$ cat src/rtl/logic_slice_pkg.sv
`timescale 1ns/1ps
package logic_slice_pkg;

    typedef enum logic [1:0] {
        LM_LOGIC = 2'b00,
        LM_MEM   = 2'b01,
        LM_SHIFT = 2'b10,
        LM_RSVD  = 2'b11
    } lut_mode_e;

    typedef struct packed {
        lut_mode_e mode;
        logic      latch;
        logic      sync_sr;
        logic      ce_inv;
        logic      sr_inv;
        logic      sr_val;
    } half_ctrl_t;

    typedef struct packed {
        logic            f5_en;
        half_ctrl_t [1:0] half;
    } slice_ctrl_t;

endpackage

$ cat src/rtl/logic_slice_lut.sv
`timescale 1ns/1ps
module logic_slice_lut
    import logic_slice_pkg::*;
#(
    parameter int IDX_W = 4
) (
    input  logic             clk,
    input  logic             rst,
    input  logic             cfg_en,
    input  logic             scan_in,
    output logic             scan_out,
    input  lut_mode_e        mode,
    input  logic [IDX_W-1:0] idx,
    input  logic             we,
    input  logic             wdata,
    output logic             y
);
    localparam int DEPTH = 1 << IDX_W;

    logic [DEPTH-1:0] tt;

    always_ff @(posedge clk) begin
        if (rst) begin
            tt <= '0;
        end else if (cfg_en) begin
            tt <= {tt[DEPTH-2:0], scan_in};
        end else if (we && mode == LM_MEM) begin
            tt[idx] <= wdata;
        end else if (we && mode == LM_SHIFT) begin
            tt <= {tt[DEPTH-2:0], wdata};
        end
    end

    assign y        = tt[idx];
    assign scan_out = tt[DEPTH-1];

    // memory write lands at the addressed bit
    a_r5_mem_write: assert property (@(posedge clk) disable iff (rst)
        (!cfg_en && we && mode == LM_MEM) |=> tt[$past(idx)] == $past(wdata));

    // shift moves contents up and inserts data at bit 0
    a_r6_shift: assert property (@(posedge clk) disable iff (rst)
        (!cfg_en && we && mode == LM_SHIFT) |=>
            (tt[0] == $past(wdata)) && (tt[DEPTH-1:1] == $past(tt[DEPTH-2:0])));

    // logic mode tables are unaffected by write enable
    a_r7_logic_stable: assert property (@(posedge clk) disable iff (rst)
        (!cfg_en && (mode == LM_LOGIC || mode == LM_RSVD)) |=> $stable(tt));
endmodule

$ cat src/rtl/logic_slice_store.sv
`timescale 1ns/1ps
module logic_slice_store
    import logic_slice_pkg::*;
(
    input  logic       clk,
    input  logic       rst,
    input  logic       cfg_en,
    input  half_ctrl_t ctl,
    input  logic       ce_in,
    input  logic       sr_in,
    input  logic       d,
    output logic       q
);
    logic ce_eff;
    logic sr_eff;
    logic q_reg;

    assign ce_eff = ce_in ^ ctl.ce_inv;
    assign sr_eff = sr_in ^ ctl.sr_inv;

    always_ff @(posedge clk) begin
        if (rst) begin
            q_reg <= 1'b0;
        end else if (!cfg_en) begin
            if (sr_eff) begin
                q_reg <= ctl.sr_val;
            end else if (ce_eff) begin
                q_reg <= d;
            end
        end
    end

    always_comb begin
        if (cfg_en) begin
            q = q_reg;
        end else if (!ctl.sync_sr && sr_eff) begin
            q = ctl.sr_val;
        end else if (ctl.latch && ce_eff) begin
            q = d;
        end else begin
            q = q_reg;
        end
    end

    // storage holds while configuration is shifting
    a_r12_cfg_hold: assert property (@(posedge clk) disable iff (rst)
        cfg_en |=> $stable(q_reg));

    // an active set/reset loads the configured value at the edge
    a_r10_sr_load: assert property (@(posedge clk) disable iff (rst)
        (!cfg_en && sr_eff) |=> q_reg == $past(ctl.sr_val));

    // enabled capture with no set/reset takes d
    a_r8_capture: assert property (@(posedge clk) disable iff (rst)
        (!cfg_en && !sr_eff && ce_eff) |=> q_reg == $past(d));
endmodule

$ cat src/rtl/logic_slice.sv
`timescale 1ns/1ps
module logic_slice
    import logic_slice_pkg::*;
#(
    parameter int IDX_W = 4
) (
    input  logic             clk,
    input  logic             rst,
    input  logic             cfg_en,
    input  logic             cfg_din,
    input  logic [IDX_W-1:0] in_a,
    input  logic [IDX_W-1:0] in_b,
    input  logic             in_x5,
    input  logic [1:0]       we,
    input  logic [1:0]       wdata,
    input  logic [1:0]       ce,
    input  logic [1:0]       sr,
    output logic [1:0]       comb_out,
    output logic [1:0]       reg_out
);
    localparam int HALVES = 2;
    localparam int CTRL_W = $bits(slice_ctrl_t);

    slice_ctrl_t      ctrl_q;
    logic [HALVES:0]  chain;
    logic [1:0]       lut_y;
    logic [IDX_W-1:0] idx [HALVES];

    assign chain[0] = cfg_din;
    assign idx[0]   = in_a;
    assign idx[1]   = ctrl_q.f5_en ? in_a : in_b;

    generate
        for (genvar g = 0; g < HALVES; g++) begin : g_half
            logic scan_o;

            logic_slice_lut #(.IDX_W(IDX_W)) lut_i (
                .clk      (clk),
                .rst      (rst),
                .cfg_en   (cfg_en),
                .scan_in  (chain[g]),
                .scan_out (scan_o),
                .mode     (ctrl_q.half[g].mode),
                .idx      (idx[g]),
                .we       (we[g]),
                .wdata    (wdata[g]),
                .y        (lut_y[g])
            );
            assign chain[g+1] = scan_o;

            logic_slice_store store_i (
                .clk    (clk),
                .rst    (rst),
                .cfg_en (cfg_en),
                .ctl    (ctrl_q.half[g]),
                .ce_in  (ce[g]),
                .sr_in  (sr[g]),
                .d      (comb_out[g]),
                .q      (reg_out[g])
            );
        end
    endgenerate

    always_ff @(posedge clk) begin
        if (rst) begin
            ctrl_q <= '0;
        end else if (cfg_en) begin
            ctrl_q <= slice_ctrl_t'({ctrl_q[CTRL_W-2:0], chain[HALVES]});
        end
    end

    assign comb_out[0] = lut_y[0];
    assign comb_out[1] = ctrl_q.f5_en ? (in_x5 ? lut_y[1] : lut_y[0]) : lut_y[1];

    // control field shifts left with the table chain tail at bit 0
    a_r2_ctrl_shift: assert property (@(posedge clk) disable iff (rst)
        cfg_en |=> ctrl_q[CTRL_W-1:1] == $past(ctrl_q[CTRL_W-2:0]));

    // in merged mode the fifth input set to 0 selects table A
    always_comb begin
        if (!rst && ctrl_q.f5_en && !in_x5) begin
            a_r4_f5_low: assert (comb_out[1] == comb_out[0]);
        end
    end
endmodule

$ cat config.mk
export PLATFORM = sky130hd
export DESIGN_NAME = logic_slice
export DESIGN_NICKNAME = d
export VERILOG_FILES = /design/src/rtl/logic_slice_pkg.sv /design/src/rtl/logic_slice_lut.sv /design/src/rtl/logic_slice_store.sv /design/src/rtl/logic_slice.sv
export SDC_FILE = /design/constraint.sdc
export NUM_CORES = 1
export LEC_CHECK = 0
export BUFFER_PORTS_ARGS = -buffer_cell sky130_fd_sc_hd__buf_2
export CAP_MARGIN = 25
export CORE_MARGIN = 8
export CORE_UTILIZATION = 65
export DETAILED_ROUTE_END_ITERATION = 8
export PLACE_DENSITY = 0.85
export SETUP_SLACK_MARGIN = 0.05
export SLEW_MARGIN = 20
export SYNTH_ARGS = -nofsm -noshare
export SYNTH_HDL_FRONTEND = slang
export SYNTH_SLANG_ARGS = --single-unit
export TNS_END_PERCENT = 5
$ cat constraint.sdc
create_clock -name clk -period 3.65 [get_ports clk]
set_input_delay 0.1825 -clock clk [delete_from_list [all_inputs] [get_ports clk]]
set_output_delay 0.1825 -clock clk [all_outputs]
set_load 0.01 [all_outputs]
======== Yosys cells after proc, flatten, opt, wreduce, memory -nomap -nowiden ========
Cells that the tools add are included.
word-level totals
  register bits after elaboration ......... 49
  bits of input ports ..................... 21
  output and inout bits ................... 4
  logic and storage cells ................. 77
operators by class
  magnitude comparators ................... 4
  equal/unequal tests ..................... 4
  muxes and demuxes ....................... 29
  bitwise gates (word level) .............. 5
  reductions and logical operators ........ 18
operator list
  operator                                                           number
  2-to-1 mux 16 bit                                                  6
  bitwise mux 16 bit                                                 2
  2-to-1 mux 1 bit                                                   16
  logical AND 1 bit                                                  10
  < comparator 4 x 5 -> 1 bit, second input constant                 2
  binary-select mux 1 bit (select 4 bit)                             2
  demux 1 bit (select 4 bit)                                         2
  greater-or-equal comparator 4 x 1 -> 1 bit, second input constant  2
  nonzero test 3 bit                                                 2
  equality test 2 x 1 -> 1 bit, second input constant                2
  equality test 2 bit, second input constant                         2
  2-to-1 mux 4 bit                                                   1
  AND reduction 2 bit                                                2
  nonzero test 2 bit                                                 2
  bitwise XOR 1 bit                                                  4
  zero test 1 bit                                                    2
  NOT 1 bit                                                          1

======== Depth between registers and ports, before layout ========
Gate-level depths: netlist (run 1).
  word-level depth ........................ 8
  gate-level depth with buffers ........... 9
  mapped depth without buffers ............ 6

======== Modules after synthesis ========
From an unflattened synthesis (run 1), not the netlist that was laid out.
second synthesis, totals
  cell total of the unflattened synthesis .. 399
  area total of the unflattened synthesis .. 3738.6 um^2
modules (own cells, without submodules)
  module             times used  cells an instance  area each (um^2)  seq. area each (um^2)
  logic_slice_lut    2           155                1417.6            320.3
  logic_slice        1           55                 615.6             300.3
  logic_slice_store  2           17                 143.9             20.0

======== Worst setup path before layout (run 1) ========
Ideal clock, no wire load.
  path type ............................... reg-to-output
  from .................................... reg ctrl_q[14] (netlist bit)
  to ...................................... out comb_out[1]
  data arrival time ....................... 1.749 ns
  setup slack ............................. 1.719 ns
  stages on the path, launching flop included .. 9
  cell sequence ........................... dfxtp_1 > buf_6 > and3b_1 > buf_6 > o21a_1 > o41a_1 > and4b_1 > mux2i_1 > buf_4
on the way
  cells in the longest elaborated chain, start to end .. 5
RTL lines
  element                                 RTL line               RTL
  start, declared                         logic_slice.sv:24      slice_ctrl_t ctrl_q;
  start signal, assigned                  logic_slice.sv:68      ctrl_q <= slice_ctrl_t'({ctrl_q[CTRL_W-2:0], chain[HALVES]});
  2-to-1 mux 4 bit                        logic_slice.sv:31      assign idx[1] = ctrl_q.f5_en ? in_a : in_b;
  binary-select mux 1 bit (select 4 bit)  logic_slice_lut.sv:34  assign y = tt[idx];
  2-to-1 mux 1 bit (not written as such)  logic_slice_lut.sv:34
  2-to-1 mux 1 bit                        logic_slice.sv:73      assign comb_out[1] = ctrl_q.f5_en ? (in_x5 ? lut_y[1] : lut_y[0]) : lut_y[1];
  2-to-1 mux 1 bit (*)                    logic_slice.sv:73
  end, declared                           logic_slice.sv:18      output logic [1:0] comb_out,
Every way passes the cells marked *; elsewhere a longest branch is shown, timed or not. The select of a mux whose other input is x is not followed.

======== Worst setup path in the final report (run 1) ========
  from .................................... reg ctrl_q[14] (netlist bit)
  to ...................................... out reg_out[1]
on the way
  cells in the longest elaborated chain, start to end .. 8
RTL lines
  element                                 RTL line                 RTL
  2-to-1 mux 4 bit                        logic_slice.sv:31
  binary-select mux 1 bit (select 4 bit)  logic_slice_lut.sv:34
  2-to-1 mux 1 bit (not written as such)  logic_slice_lut.sv:34
  2-to-1 mux 1 bit                        logic_slice.sv:73
  2-to-1 mux 1 bit (*)                    logic_slice.sv:73
  2-to-1 mux 1 bit (*)                    logic_slice_store.sv:38  end else if (ctl.latch && ce_eff) begin
  2-to-1 mux 1 bit (*)                    logic_slice_store.sv:36  end else if (!ctl.sync_sr && sr_eff) begin
  2-to-1 mux 1 bit (*)                    logic_slice_store.sv:34  if (cfg_en) begin
  end, declared                           logic_slice.sv:19        output logic [1:0] reg_out
Marks and branches as above.

==> flow_metrics.py, run 1 <==
metrics = {
    "floorplanning": {
        "initial_core_util_pct": 67.18,
        "rows": 25,
        "fp.dieArea_um2": 7374,
        "core_area_um2": 4723,
        "io-pin-count": 25,
        "die_h_um": 85.87,
        "fp.dieW_um": 85.87,
    },
    "drt": {
        "via_count": 3112,
        "firstDrtPassIters": 5,
        "ant_nets": 0,
        "drc": 0,
        "wl_um": 8154,
        "drt_iter0_markers": 398,
        "vias_per_cell": 6.456,
        "wire_per_inst_um": 16.92,
    },
    "timing": {
        "hold_viol_final": 0,
        "maxSlewHeadroom_pct": 39.90,
        "min_period_over_period_pct": 76.62,
        "post-route-min-period_ns": 2.797,
        "setup_viol": 0,
        "setup_tns_ns": 0,
        "fin_worst_skew_ns": 0.006159,
        "rsz0062_at_grt": "no",
        "worst_pin_slew_ns": 0.9014,
        "setup_ws_ns": 0.8532,
        "fmax_mhz": 357.6,
        "slew_violations": 0,
    },
    "synth": {
        "dominantRegCellSynth": "dfxtp_1",
        "synthXorXnorAreaFrac_pct": 1.932,
        "yosysSeqAreaShare_pct": 30.91,
        "synth_edf_count": 0,
        "syn-num-nets": 434,
        "netlist.area_leader.share_pct": 30.91,
        "synth.distinct_cells": 56,
        "synth_top_family_by_area": "compound AO/OA/AOI/OAI gates",
        "synth_cells": 413,
        "muxShareOfSynthArea_pct": 7.926,
        "synthAdderAreaFrac_pct": 0,
        "synth.cell_area_um2": 3173,
        "synth_common_cells": "59 x nor2_1, 50 x a21oi_1, 49 x dfxtp_1",
        "ys_ff_latch": 49,
        "synth.most_common_cell": "nor2_1",
        "syn_area_per_cell_um2": 7.683,
        "synth_area_leader_cell": "dfxtp_1",
        "synth-compound-area-share_pct": 29.46,
        "ys_async_sr_fraction_pct": 0,
        "ys_warn_count": 0,
        "synth_area_leaders": "dfxtp_1 31%, a21oi_1 7.9%, nor2_1 7.0%",
        "synthSimpleGateAreaFrac_pct": 23.66,
    },
    "clocking": {
        "cts_buffers": 5,
        "clk_pin_slew_worst_paths_ns": 0.10,
        "cts_resized": 0,
        "cts_tree": "yes",
        "hold_buffers": 0,
        "cts.sinks": 49,
        "htreeDepth": 2,
        "cts-root-buf": "clkbuf_8",
        "max-clock-path-buffers": 2,
        "post-cts-setup-buffer-count": 0,
        "clock_latency_ns": 0.32,
    },
    "setup_path": {
        "critPathRequiredTime_ns": 3.47,
        "path_buf_inv": 1,
        "critical-path-max-stage-delay_ns": 0.86,
        "cp-startpoint": "ctrl_q[14]$_SDFFE_PP0P_",
        "start_kind": "flip-flop",
        "end_kind": "output port",
        "arrival_ns": 2.61,
        "crit_path_max_fanout": 27,
        "critPathKind": "reg2out",
        "reg2reg_slack_ns": 1.34,
        "cpMaxStageDelayCell": "dfxtp_1",
        "r2r_start": "ctrl_q[14]$_SDFFE_PP0P_",
        "crit_family": "flip-flops",
        "cp_cell_sequence": "nor3b_2 > o21a_1 > o41a_1 > and4b_1 > a21oi_1 > buf_2",
    },
    "hold_path": {
        "hold_class": "in2reg",
        "hp-start": "wdata[0]",
    },
    "pwr": {
        "switching_share_pct": 29.70,
        "netSwitchingPower_mw": 0.3143,
        "p_seq_share_pct": 53.2,
        "power.density_nw_per_um2": 318.1,
        "combPwrFrac_pct": 14.7,
        "leakage_nw": 1.252,
        "power.total_mw": 1.058,
        "p_clk_share_pct": 32.1,
        "internal_power_mw": 0.7440,
        "ir_worst_vdd_uv": 251.6,
    },
    "final_layout": {
        "syn_to_final_growth_pct": 4.850,
        "num-nets-final": 435,
        "largest_reg_flops": 32,
        "multiInputGateArea_um2": 1998,
        "n_fill_cell": 393,
        "diodes": 0,
        "ff_latch_area_um2": 980.9,
        "final_util_pct": 70.44,
        "drive_above_1_share_pct": 12.05,
    },
    "placed_design": {
        "gp_congestion": 0.9052,
        "dpl_worst_slack_ns": 1.102,
        "io_buffers": 24,
        "dp_hpwl_um": 5710,
    },
    "grt": {
        "antenna_found_initial": 0,
        "grt_max_degree": 50,
        "overflow": 0,
        "grt_pass1_wl_um": 13420,
        "track_usage_pct": 22.24,
        "grt_pass1_vias": 2731,
    },
    "flow_run": {
        "maxCapViolations": 0,
    },
    "run_status": {
        "status": "finished clean",
    },
}
metrics by stage:
step	instance area [um2]	hold WS, ns	cells
floorplan	3173	0.3471	413
global placement	3217	0.4871	472
detailed placement	3224	0.4877	473
CTS	3316	0.2576	481
global route	3327	0.2833	482
finish	3327	0.2660	482
tightest hold or removal path, cell delays in order:
cell and delay [ns]:
buf_2 0.10, o31a_1 0.12, o22ai_1 0.07, nor2_1 0.08
power by group through the flow:
stage          clock network (mW)  registers (mW)  logic, mW
2_1_floorplan                   0           0.570      0.113
3_3_place_gp                    0           0.574      0.149
3_5_place_dp                    0           0.575      0.152
4_1_cts                     0.342           0.563      0.152
5_1_grt                     0.359           0.565      0.170
6_report                    0.339           0.563      0.156
worst paths after layout:
check	end	depth (start not counted)
max	reg_out[1]	6
min	g_half[0].lut_i.tt[0]$_SDFFE_PP0P_	4
max reg2reg	g_half[1].lut_i.tt[0]$_SDFFE_PP0P_	5
min reg2reg	g_half[0].lut_i.tt[7]$_SDFFE_PP0P_	2
layout make-up:
type                    count  share of cell area (%)
flip-flops and latches     49                   29.48
clock buffers               5                   2.068
multi-input cells         325                   60.06
repair buffers             28                   4.626
clock inverters             3                  0.6769
inverters                   5                  0.5641
well taps                  67                   2.520
metal layers:
layer / wire length (um) / part of all wire [%] / up-vias / global-route usage (%)
li1: - / - / 1509 / -
met1: 3776 / 46 / 1460 / 30.52
met2: 3685 / 45 / 132 / 34.29
met3: 580 / 7.1 / 11 / 4.107
met4: 111 / 1.4 / 0 / 6.529
met5: 0 / 0 / - / 0
cells by family (layout without fill, tap and decap cells):
| logic type | after synthesis | count (layout) |
|---|---|---|
| buffers and inverters | 39 | 41 |
| xor gates and xnor gates | 7 | 7 |
| muxes | 20 | 20 |
| and+or+nand+nor | 153 | 153 |
| AOI/OAI and AO/OA | 145 | 145 |
| DFF | 49 | 49 |
layout by cell type (no fill, tap or decap), types with 10 or more instances in the layout:
cell type,instances
a21oi_1,50
a311oi_1,15
buf_2,24
dfxtp_1,49
mux2i_1,15
nand2_1,47
nor2_1,59
o21ai_0,10
o21ai_1,12
o31ai_1,15
Power figures use the tool's default switching activity.
==> run 2, diff against run 1 <==
--- a/config.mk
+++ b/config.mk
@@ -8,9 +8,9 @@
 export BUFFER_PORTS_ARGS = -buffer_cell sky130_fd_sc_hd__buf_2
 export CAP_MARGIN = 25
 export CORE_MARGIN = 8
-export CORE_UTILIZATION = 65
+export CORE_UTILIZATION = 60
 export DETAILED_ROUTE_END_ITERATION = 8
-export PLACE_DENSITY = 0.85
+export PLACE_DENSITY = 0.8
 export SETUP_SLACK_MARGIN = 0.05
 export SLEW_MARGIN = 20
 export SYNTH_ARGS = -nofsm -noshare
==> constraint.sdc (replaced) <==
create_clock -name clk -period 2.8 [get_ports clk]
set_input_delay 0.14 -clock clk [delete_from_list [all_inputs] [get_ports clk]]
set_output_delay 0.14 -clock clk [all_outputs]
set_load 0.01 [all_outputs]
==> run 2 against run 1 <==
  * Sequential power up 30%
  * Final cell count up 1.0%
  * Clock power up 53%
==> flow_metrics.py, run 2 (synthesis gave the netlist of run 1 again) <==
metrics = {
    "pwr": {
        "leakage_nw": 1.272,
        "power.density_nw_per_um2": 433.8,
        "ir_worst_vdd_uv": 318.3,
    },
    "setup_path": {
        "end_kind": "output port",
        "critPathRequiredTime_ns": 2.66,
        "critPathKind": "reg2out",
        "path_buf_inv": 1,
        "cpMaxStageDelayCell": "dfxtp_2",
        "crit_path_max_fanout": 27,
        "arrival_ns": 2.29,
        "cp_cell_sequence": "nand3b_1 > a21boi_0 > o41a_1 > and4b_1 > mux2i_1 > buf_2",
        "crit_family": "flip-flops",
        "critical-path-max-stage-delay_ns": 0.61,
        "start_kind": "flip-flop",
    },
    "floorplanning": {
        "io-pin-count": 25,
        "core_area_um2": 5107,
        "fp.dieArea_um2": 7871,
        "fp.dieW_um": 88.72,
        "die_h_um": 88.72,
        "initial_core_util_pct": 62.13,
        "rows": 26,
    },
    "clocking": {
        "cts-root-buf": "clkbuf_8",
        "post-cts-setup-buffer-count": 0,
        "cts.sinks": 49,
        "cts_buffers": 5,
        "clock_latency_ns": 0.31,
        "htreeDepth": 2,
        "clk_pin_slew_worst_paths_ns": 0.10,
        "cts_tree": "yes",
        "max-clock-path-buffers": 2,
    },
    "grt": {
        "antenna_found_initial": 0,
        "grt_max_degree": 50,
        "track_usage_pct": 21.68,
        "grt_pass1_wl_um": 13620,
        "overflow": 0,
        "grt_pass1_vias": 2811,
    },
    "final_layout": {
        "most-common-layout-cells": "59 x nor2_1, 50 x a21oi_1, 48 x dfxtp_1",
        "final_common_cell": "nor2_1",
        "diodes": 0,
        "syn_to_final_growth_pct": 6.033,
        "num-nets-final": 437,
        "largest_reg_flops": 32,
        "drive_above_1_share_pct": 12.71,
    },
    "drt": {
        "via_count": 3074,
        "drc": 0,
        "vias_per_cell": 6.312,
        "ant_nets": 0,
        "wire_per_inst_um": 16.72,
        "firstDrtPassIters": 5,
        "wl_um": 8141,
        "drt_iter0_markers": 409,
    },
    "timing": {
        "min_period_over_period_pct": 86.61,
        "worst_pin_slew_ns": 0.9020,
        "rsz0062_at_grt": "no",
        "hold_viol_final": 0,
        "slew_violations": 0,
        "setup_tns_ns": 0,
        "setup_viol": 0,
        "post-route-min-period_ns": 2.425,
        "whs_ns": 0.2161,
        "fmax_mhz": 412.4,
        "fin_worst_skew_ns": 0.01088,
        "maxSlewHeadroom_pct": 39.87,
    },
    "hold_path": {
        "hold_class": "in2reg",
    },
    "placed_design": {
        "gp_congestion": 0.9624,
        "io_buffers": 24,
        "dp_hpwl_um": 5759,
    },
    "flow_run": {
        "maxCapViolations": 0,
    },
    "run_status": {
        "status": "finished clean",
    },
}
## run 2: cell types whose count changed in the layout (fill, tap and decap cells not counted), sizes merged
cell / before / now
buf: 28 / 30
bufinv: 0 / 1
clkinv: 3 / 1
inv: 5 / 6
## run 2: metal layers
| layer | vias to the layer above | global-route usage (%) | part of all wire (%) |
|---|---|---|---|
| li1 | 1510 | - | - |
| met1 | 1406 | 29.18 | 46 |
| met2 | 141 | 34.43 | 45 |
| met3 | 17 | 4.828 | 7.0 |
| met4 | 0 | 4.147 | 1.3 |
| met5 | - | 0 | 0 |
## run 2: tightest hold or removal path, delay by kind of cell
family                 cells  cell delay (ns)
XOR/XNOR                   1             0.10
buffers and inverters      1             0.08
AO/OA/AOI/OAI              1             0.17
## run 2: timing repair
action                                  4_1_cts  5_1_grt
endpoints found under the setup margin        0        2
resized for setup                             0        1
hold buffers                                  0        0
## run 2: report_power, final
part	internal (mW)	switching [mW]
sequential	0.717	0.0169
combinational	0.0776	0.129
clock	0.268	0.251
total	1.06	0.397
## run 2: area by class of cell
type	instances	area, um2
clock inverters	3	43.79
fillers	471	1743
inverters	5	18.77
flip-flops and latches	49	982.2
clock buffers	5	68.82
well taps	70	87.58
repair buffers	30	165.2
multi-input cells	325	1998
## run 2: through the flow
| stage | cells | area, um2 | worst slack (ns) | power, mW | utilization (%) |
|---|---|---|---|---|---|
| 6_report | 487 | 3364 | 0.3750 | 1.459 | 65.87 |
| 5_1_grt | 487 | 3364 | 0.2769 | 1.515 | 65.87 |
| 4_1_cts | 487 | 3363 | 0.1211 | 1.465 | 65.85 |
| 3_5_place_dp | 479 | 3251 | 0.4944 | 0.9520 | 63.65 |
| 3_3_place_gp | 479 | 3251 | 0.5332 | 0.9500 | 63.65 |
| 2_1_floorplan | 413 | 3173 | 0.9113 | 0.8903 | - |
## run 2: final timing paths
kind,startpoint,to,slack (ns),cells past startpoint
worst min register to register,g_half[0].lut_i.tt[12]$_SDFFE_PP0P_,g_half[0].lut_i.tt[13]$_SDFFE_PP0P_,0.50,2
worst max register to register,ctrl_q[14]$_SDFFE_PP0P_,g_half[1].lut_i.tt[0]$_SDFFE_PP0P_,0.81,5
worst max-delay path,ctrl_q[14]$_SDFFE_PP0P_,comb_out[1],0.37,6
worst min-delay path,sr[0],g_half[0].store_i.q_reg$_SDFFE_PP0P_,0.22,3
==> run 3, diff against run 2 <==
--- a/config.mk
+++ b/config.mk
@@ -8,10 +8,9 @@
 export BUFFER_PORTS_ARGS = -buffer_cell sky130_fd_sc_hd__buf_2
 export CAP_MARGIN = 25
 export CORE_MARGIN = 8
-export CORE_UTILIZATION = 60
+export CORE_UTILIZATION = 54
 export DETAILED_ROUTE_END_ITERATION = 8
-export PLACE_DENSITY = 0.8
-export SETUP_SLACK_MARGIN = 0.05
+export PLACE_DENSITY = 0.76
 export SLEW_MARGIN = 20
 export SYNTH_ARGS = -nofsm -noshare
 export SYNTH_HDL_FRONTEND = slang
==> constraint.sdc (replaced) <==
create_clock -name clk -period 2.1 [get_ports clk]
set_input_delay 0.105 -clock clk [delete_from_list [all_inputs] [get_ports clk]]
set_output_delay 0.105 -clock clk [all_outputs]
set_load 0.01 [all_outputs]
==> run 3 against run 2 <==
  * Highest routed layer unchanged
  * The flow now finishes with violations (negative setup slack)
  * Via count rose by 2.9%
  * Wire length rose by 0.68%
  * Combinational power rose by 40%
  * Critical endpoint unchanged
==> flow_metrics.py, run 3 (synthesis gave the netlist of run 1 again) <==
metrics = {
    "drt": {
        "wl_um": 8196,
        "wire_per_inst_um": 16.07,
        "drt_iter0_markers": 285,
        "ant_nets": 0,
        "drc": 0,
        "via_count": 3164,
        "vias_per_cell": 6.204,
        "firstDrtPassIters": 5,
    },
    "setup_path": {
        "crit_path_max_fanout": 6,
        "critPathKind": "reg2out",
        "critPathRequiredTime_ns": 2.00,
        "arrival_ns": 2.06,
        "start_kind": "flip-flop",
        "end_kind": "output port",
    },
    "grt": {
        "grt_pass1_wl_um": 13660,
        "grt_pass1_vias": 2965,
        "grt_max_degree": 44,
        "antenna_found_initial": 0,
        "track_usage_pct": 19.04,
        "overflow": 0,
    },
    "final_layout": {
        "largest_reg_flops": 32,
        "num-nets-final": 455,
        "final_util_pct": 60.61,
        "diodes": 0,
        "final_common_cell": "nor2_1",
        "most-common-layout-cells": "59 x nor2_1, 49 x a21oi_1, 48 x dfxtp_1",
        "final_cell_area_um2": 3525,
        "final_cells": 510,
        "drive_above_1_share_pct": 17.24,
        "syn_to_final_growth_pct": 11.08,
    },
    "timing": {
        "fmax_mhz": 461.3,
        "min_period_over_period_pct": 103.2,
        "post-route-min-period_ns": 2.168,
        "setup_viol": 2,
        "fin_worst_skew_ns": 0.01220,
        "rsz0062_at_grt": "yes",
        "setup_ws_ns": -0.06796,
        "hold_viol_final": 0,
        "slew_violations": 0,
        "worst_pin_slew_ns": 0.4996,
        "maxSlewHeadroom_pct": 66.34,
    },
    "clocking": {
        "cts_tree": "yes",
        "cts-root-buf": "clkbuf_8",
        "htreeDepth": 2,
        "max-clock-path-buffers": 2,
        "clock_latency_ns": 0.31,
        "clk_pin_slew_worst_paths_ns": 0.10,
        "cts.sinks": 49,
        "cts_buffers": 5,
        "hold_buffers": 0,
    },
    "pwr": {
        "ir_worst_vdd_uv": 341.6,
        "power.density_nw_per_um2": 530.2,
        "leakage_nw": 1.363,
    },
    "placed_design": {
        "dpl_worst_slack_ns": 0.08187,
        "io_buffers": 24,
        "place_inst": 495,
        "dp_hpwl_um": 5814,
        "gp_congestion": 0.9642,
        "postPlaceCellArea_um2": 3339,
    },
    "floorplanning": {
        "die_h_um": 92.66,
        "initial_core_util_pct": 54.56,
        "core_area_um2": 5816,
        "fp.dieW_um": 92.66,
        "rows": 28,
        "fp.dieArea_um2": 8585,
        "io-pin-count": 25,
    },
    "hold_path": {
        "hold_class": "in2reg",
    },
    "run_status": {
        "status": "complete, but fails checks",
        "violations": "negative setup slack",
    },
    "flow_run": {
        "maxCapViolations": 0,
    },
}
## run 3: changes by cell type in the layout (fill, tap and decap cells not counted), sizes merged
cell	previous run	this run
clkbuf	5	7
bufinv	1	0
buf	30	47
## run 3: worst max-delay path: stages (launching register included)
cell and delay (ns):
dfxtp_4 0.38, and3b_2 0.25, o21a_1 0.17, o41a_1 0.40
and4b_2 0.33, mux2i_1 0.08, buf_2 0.14
## run 3: stage by stage
stage               TNS [ns]  hold WS, ns  power (mW)
finish               -0.1320       0.1837       1.869
global route         -0.2492       0.2308       1.945
CTS                  -0.1059       0.1773       1.880
detailed placement         0       0.4866       1.277
global placement           0       0.4814       1.272
floorplan                  0       0.2696       1.187
## run 3: power breakdown
group / switching, mW / leakage (nW) / internal, mW
Sequential: 0.0216 / 0.400 / 0.954
Combinational: 0.175 / 0.912 / 0.115
Clock: 0.329 / 0.0518 / 0.274
Total: 0.526 / 1.36 / 1.34
## run 3: area by class of cell
type	instances	area, um2
inverter	5	18.77
clock buffer	6	82.58
clock inverter	2	17.52
fill	544	2291
multi-input combinational	325	2016
timing repair buffer	48	311.5
sequential	49	984.7
tap	75	93.84
## run 3: path summary, 6_finish.rpt
check,from,endpoint,slack (ns),depth (start not counted)
max,ctrl_q[14]$_SDFFE_PP0P_,comb_out[1],-0.07,6
min,sr[0],g_half[0].store_i.q_reg$_SDFFE_PP0P_,0.18,3
max reg2reg,ctrl_q[14]$_SDFFE_PP0P_,g_half[1].lut_i.tt[1]$_SDFFE_PP0P_,0.33,7
min reg2reg,g_half[0].lut_i.tt[4]$_SDFFE_PP0P_,g_half[0].lut_i.tt[5]$_SDFFE_PP0P_,0.50,2
## run 3: metal layers
layer	track usage, %	wire length [um]
met1	23.86	3618
met2	31.17	3839
met3	3.560	562
met4	8.322	176
met5	0	0
## run 3: timing repair
action | CTS | global route
buffers inserted | 5 | 1
endpoints found under the hold margin | 0 | 0
setup endpoints to repair | 2 | 2
resized for setup | 13 | 1
pin swaps | 1 | 4
